===== src/rtl/oc_arith_pkg.sv =====
package oc_arith_pkg;

    typedef enum logic {
        OP_ADD = 1'b0,
        OP_SUB = 1'b1
    } op_mode_e;

    typedef struct packed {
        logic s;
        logic c;
    } bit_sum_t;

    function automatic bit_sum_t full_add(input logic x, input logic y, input logic ci);
        bit_sum_t r;
        r.s = x ^ y ^ ci;
        r.c = (x & y) | (ci & (x ^ y));
        return r;
    endfunction

endpackage


===== src/rtl/oc_operand_cond.sv =====
module oc_operand_cond
    import oc_arith_pkg::*;
#(
    parameter int W = 8
) (
    input  logic [W-1:0] b_in,
    input  op_mode_e     mode,
    output logic [W-1:0] b_eff
);
    always_comb begin
        b_eff = (mode == OP_SUB) ? ~b_in : b_in;
    end
endmodule


===== src/rtl/oc_ripple_chain.sv =====
module oc_ripple_chain
    import oc_arith_pkg::*;
#(
    parameter int W = 8
) (
    input  logic [W-1:0] x,
    input  logic [W-1:0] y,
    input  logic         cin,
    output logic [W-1:0] s,
    output logic         cout
);
    logic [W:0] c;
    assign c[0] = cin;

    for (genvar i = 0; i < W; i++) begin : g_stage
        bit_sum_t r;
        assign r        = full_add(x[i], y[i], c[i]);
        assign s[i]     = r.s;
        assign c[i+1]   = r.c;
    end

    assign cout = c[W];
endmodule


===== src/rtl/oc_addsub.sv =====
module oc_addsub
    import oc_arith_pkg::*;
#(
    parameter int N = 8
) (
    input  logic [N-1:0] a,
    input  logic [N-1:0] b,
    input  logic         sub,
    output logic [N-1:0] result,
    output logic         ovf
);
    localparam int MSB = N - 1;

    op_mode_e     mode;
    logic [N-1:0] b_eff;
    logic [N-1:0] raw_sum;
    logic         raw_carry;
    logic         wrap_carry;

    assign mode = op_mode_e'(sub);

    oc_operand_cond #(.W(N)) u_cond (
        .b_in  (b),
        .mode  (mode),
        .b_eff (b_eff)
    );

    oc_ripple_chain #(.W(N)) u_main (
        .x    (a),
        .y    (b_eff),
        .cin  (1'b0),
        .s    (raw_sum),
        .cout (raw_carry)
    );

    // End-around pass: add the main carry back into bit 0
    oc_ripple_chain #(.W(N)) u_wrap (
        .x    (raw_sum),
        .y    ('0),
        .cin  (raw_carry),
        .s    (result),
        .cout (wrap_carry)
    );

    assign ovf = (a[MSB] == b_eff[MSB]) && (result[MSB] != a[MSB]);

    always_comb begin
        a_r6_single_wrap: assert (!wrap_carry)
            else $error("R6: second carry out of end-around pass");
        a_r3_no_wrap_passthru: assert (raw_carry || result == raw_sum)
            else $error("R3: result changed without a carry to wrap");
        a_r4_mixed_sign_safe: assert ((a[MSB] == b_eff[MSB]) || !ovf)
            else $error("R4: overflow with opposite-sign operands");
        a_r5_negzero_kept: assert (((a ^ b_eff) != '1) || (result == '1 && !ovf))
            else $error("R5: complement pair did not give negative zero");
    end
endmodule


===== config.mk =====
export PLATFORM = sky130hd
export DESIGN_NAME = oc_addsub
export DESIGN_NICKNAME = d
export VERILOG_FILES = /design/src/rtl/oc_arith_pkg.sv /design/src/rtl/oc_operand_cond.sv /design/src/rtl/oc_ripple_chain.sv /design/src/rtl/oc_addsub.sv
export SDC_FILE = /design/constraint.sdc
export NUM_CORES = 1
export LEC_CHECK = 0
export CAP_MARGIN = 20
export CORE_AREA = 2 2 39 41
export DETAILED_ROUTE_END_ITERATION = 10
export DIE_AREA = 0 0 41 43
export MAX_ROUTING_LAYER = met4
export PLACE_DENSITY = 0.77
export RECOVER_POWER = 100
export SLEW_MARGIN = 0
export SYNTH_ARGS = -nofsm -noshare
export SYNTH_HDL_FRONTEND = slang
export SYNTH_HIERARCHICAL = 1
export SYNTH_SLANG_ARGS = --single-unit

===== constraint.sdc =====
create_clock -name vclk -period 10.65
set_input_delay 1.065 -clock vclk [all_inputs]
set_output_delay 1.065 -clock vclk [all_outputs]
set_load 0.005 [all_outputs]

# Word-level counts from Yosys, hierarchy flattened
# Cells that the tools add are included.
[classes]
eq_ne = 2
muxes = 1
bitwise = 53
n_reduce_logical = 1
[op_table]
columns = ["op", "n"]
rows = [
  ["$xor A1 B1 Y1", 23],
  ["$and A1 B1 Y1", 22],
  ["$mux W8", 1],
  ["$not A8 Y8", 1],
  ["$or A1 B1 Y1", 7],
  ["$eq A1 B1 Y1", 1],
  ["$logic_and A1 B1 Y1", 1],
  ["$ne A1 B1 Y1", 1],
]
[totals]
regBits = 0
inputBits = 17
out_inout_bits = 9
elab_cells = 57

# Depth between registers and ports, before layout
[logic_depth]
word_depth = 27
ltp_mapped = 28
ltp_nobuf = 27

# By module
# Netlist, hierarchy kept.
[by_module_without_submodules]
columns = ["module", "n_inst", "cells_per_inst", "area_each_um2", "seq_area_each_um2"]
rows = [
  ["oc_ripple_chain", 2, 18, 197.7, 0.0],
  ["oc_operand_cond", 1, 9, 81.3, 0.0],
  ["oc_addsub", 1, 4, 26.3, 0.0],
]

# Worst setup path after synthesis
# OpenSTA, ideal clock, no wires.
[synth_path]
kind = "in2out"
startpoint = "input sub"
endpoint = "output ovf"
t_arrival_ns = 7.362
required_ns = 9.585
setup_slack_ns = 2.223
stages = 28
path_cell_list = "buf_6 > xor2_1 > fa_1 > inv_1 > fa_1 > inv_1 > fa_1 > fa_1 > fa_1 > fa_1 > fa_1 > inv_1 > fa_1 > inv_1 > fa_1 > inv_1 > fa_1 > inv_1 > fa_1 > fa_1 > fa_1 > fa_1 > fa_1 > inv_1 > fa_1 > inv_1 > nand2b_1 > o22ai_2"
[synth_between]
elab_chain_cells = 26
word_cells_on_any_way = 49
classes_between = "eq/ne (2); mux (1); bitwise (45); reduce/logical (1)"
[synth_rtl]
columns = ["item", "line", "rtl"]
rows = [
  ["from (decl)", "oc_addsub.sv:8", "input logic sub,"],
  ["$mux W8", "oc_operand_cond.sv:11", "b_eff = (mode == OP_SUB) ? ~b_in : b_in;"],
  ["named net b_eff[0]", "oc_addsub.sv:15", "logic [N-1:0] b_eff;"],
  ["$and A1 B1 Y1 (2 in a row)", "oc_arith_pkg.sv:16", "r.c = (x & y) | (ci & (x ^ y));"],
  ["$or A1 B1 Y1", "oc_arith_pkg.sv:16", ""],
  ["$and A1 B1 Y1", "oc_arith_pkg.sv:16", ""],
  ["$or A1 B1 Y1", "oc_arith_pkg.sv:16", ""],
  ["$and A1 B1 Y1", "oc_arith_pkg.sv:16", ""],
  ["$or A1 B1 Y1", "oc_arith_pkg.sv:16", ""],
  ["[... 6 more ...]", "--", ""],
  ["$and A1 B1 Y1", "oc_arith_pkg.sv:16", ""],
  ["$or A1 B1 Y1", "oc_arith_pkg.sv:16", ""],
  ["named net raw_carry", "oc_addsub.sv:17", "logic raw_carry;"],
  ["$and A1 B1 Y1 (7 in a row)", "oc_arith_pkg.sv:16", ""],
  ["$xor A1 B1 Y1", "oc_arith_pkg.sv:15", "r.s = x ^ y ^ ci;"],
  ["named net result[7]", "oc_addsub.sv:9", "output logic [N-1:0] result,"],
  ["$ne A1 B1 Y1", "oc_addsub.sv:45", "assign ovf = (a[MSB] == b_eff[MSB]) && (result[MSB] != a[MSB]);"],
  ["$logic_and A1 B1 Y1", "oc_addsub.sv:45", ""],
  ["to (decl)", "oc_addsub.sv:10", "output logic ovf"],
]
# The timed path passes the listed nets, and every way through them passes these cells.

# Final worst setup path
[layout_path]
startpoint = "input sub"
endpoint = "output ovf"
[layout_between]
elab_chain_cells = 26
word_cells_on_any_way = 49
classes_between = "eq/ne (2); mux (1); bitwise (45); reduce/logical (1)"
[layout_rtl]
columns = ["item", "line"]
rows = [
  ["$mux W8", "oc_operand_cond.sv:11"],
  ["named net b_eff[0]", "oc_addsub.sv:15"],
  ["$and A1 B1 Y1 (2 in a row)", "oc_arith_pkg.sv:16"],
  ["$or A1 B1 Y1", "oc_arith_pkg.sv:16"],
  ["$and A1 B1 Y1", "oc_arith_pkg.sv:16"],
  ["$or A1 B1 Y1", "oc_arith_pkg.sv:16"],
  ["$and A1 B1 Y1", "oc_arith_pkg.sv:16"],
  ["$or A1 B1 Y1", "oc_arith_pkg.sv:16"],
  ["[... 5 more ...]", "--"],
  ["$or A1 B1 Y1", "oc_arith_pkg.sv:16"],
  ["$and A1 B1 Y1", "oc_arith_pkg.sv:16"],
  ["$or A1 B1 Y1", "oc_arith_pkg.sv:16"],
  ["named net raw_carry", "oc_addsub.sv:17"],
  ["$and A1 B1 Y1 (7 in a row)", "oc_arith_pkg.sv:16"],
  ["$xor A1 B1 Y1", "oc_arith_pkg.sv:15"],
  ["$ne A1 B1 Y1", "oc_addsub.sv:45"],
  ["$logic_and A1 B1 Y1", "oc_addsub.sv:45"],
]
# The timed path passes the listed nets, and every way through them passes these cells.

==> flow_summary_export.csv <==
group,metric,value,unit
pwr,p_leak,0.389,nW
critical_path,crit_type,"input port to output pin",
timing,hold_viol_final,0,
critical_path,critPathMaxStageDelay,580,ps
route,drt-pass1-iter-count,2,
run,max-cap-violations,0,
global_routing,antenna_found_initial,0,
hold_path,min_path_type,"input port to output pin",
global_routing,grt_max_degree,9,
synth,synth.avg_cell_area,10.4,um2
placed_design,io_buffers,26,
finish,fin_nets,117,
timing,report.final.slew_viol_count,0,
timing,min_period,9720,ps
placed_design,routabilityCongestion,0.618,
critical_path,endpoint_kind,"output pin",
critical_path,critPathLaunch,"sub",
timing,setup_viol_count_final,0,
route,drc_errors,0,
finish,nFlopsAndLatches,0,
global_routing,grt_pass1_wl,1460,um
global_routing,grt_overflow_total,0,
finish,antennaDiodeCount,0,
critical_path,worst_ep_required_time,9590,ps
critical_path,cp-endpoint,"ovf",
cts,cts.repair.resized,0,
critical_path,critPathSlowestCell,"dlygate4sd3_1",
synth,syn-cell-area,499,um2
finish,layout.area.seq,0,um2
die,die_area,1760,um2
die,coreArea,1380,um2
route,wl_per_cell,8.81,um
outcome,status,"finished, final reports clean",
cts,hold_buffers,0,
critical_path,cp_max_fo,8,
timing,fmax,103,MHz
route,drtIter0Drc,1,
critical_path,cp.arrival,8660,ps
route,vias_per_cell,3.93,
timing,post-route-period-util,0.913,
finish,clkbuf_count,0,
placed_design,hpwl,840,um
die,die_y,43,um
critical_path,critPathLaunchType,"input port",
global_routing,grt_pass1_vias,393,
pwr,pwr_density_cell,108,nW/um2
pwr,peakVddDrop,0.0000469,V
die,io_pins,26,
die,start_util,0.361,
route,routed_wl,863,um
critical_path,crit_path_frequent_cell,"fa_1",
finish,fin_cells,98,
finish,num-fill-cells,124,
die,row_count,14,
global_routing,grt_use_total,0.119,
placed_design,placed_cells,98,
route,drtAntennaViolNets,0,
synth,synthCells,48,
timing,rsz0062_at_grt,"false",
timing,final.setup.tns,0,ps
cts,post_cts_buffers,0,
finish,drive_above_1_share,0.0244,
route,route.vias.total,385,
finish,area_delta_synth_final,61.4,%
synth,ys_warn_count,6,
die,die_w,41,um
-- where the power goes --
| group | switching (W) | internal [W] | total, W |
|---|---|---|---|
| logic | 0.0000361 | 0.0000510 | 0.0000872 |
| clock network | 0 | 0 | 0 |
| registers | 0 | 0 | 0 |
| total | 0.0000361 | 0.0000510 | 0.0000872 |
-- per-layer routing --
metal / routed length, um / track usage / up-vias
li1: - / - / 183
met1: 293 / 0.128 / 186
met2: 499 / 0.231 / 16
met3: 70 / 0.0105 / 0
met4: 0 / 0 / 0
met5: 0 / - / -
-- area by class of cell --
type,count,area [um2],share of cell area
tap,16,20.0,0.0248
timing repair buffer,27,268,0.332
inverter,19,71.3,0.0885
multi-input combinational,36,447,0.554
-- critical path: cells and delay by family --
family          cells  cell delay (ps)
compound gates      1              100
xor+xnor            1              180
fa+ha+maj          16             5500
buf+inv            11             1740
simple gates        1               80
-- placed cells by master, fill, tap and decap left out --
cell type        count
o22ai_2              1
inv_1               19
fa_1                16
buf_4                1
nand2_1              1
xor2_1               8
conb_1               9
clkdlybuf4s50_1     18
dlygate4sd3_1        8
nand2b_1             1
-- how the worst min path moves through the flow --
stage	startpoint	endpoint	cells after the start
2_1_floorplan	a[7]	ovf	2
3_3_place_gp	a[7]	ovf	4
3_5_place_dp	a[7]	ovf	4
4_1_cts	a[7]	ovf	4
5_1_grt	a[7]	ovf	4
6_report	a[7]	ovf	4
-- per-stage QoR --
stage	instance area, um2	power [W]	utilization	setup slack (ps)	hold WS [ps]
CTS	806	0.0000984	0.582	907	3160
detailed placement	806	0.0000981	0.582	913	3160
floorplan	529	0.0000452	-	2220	2260
finish	806	0.0000872	0.582	927	3280
global placement	806	0.0000939	0.582	1070	3150
global route	806	0.000101	0.582	590	3340
(Power assumes the default switching activity.)
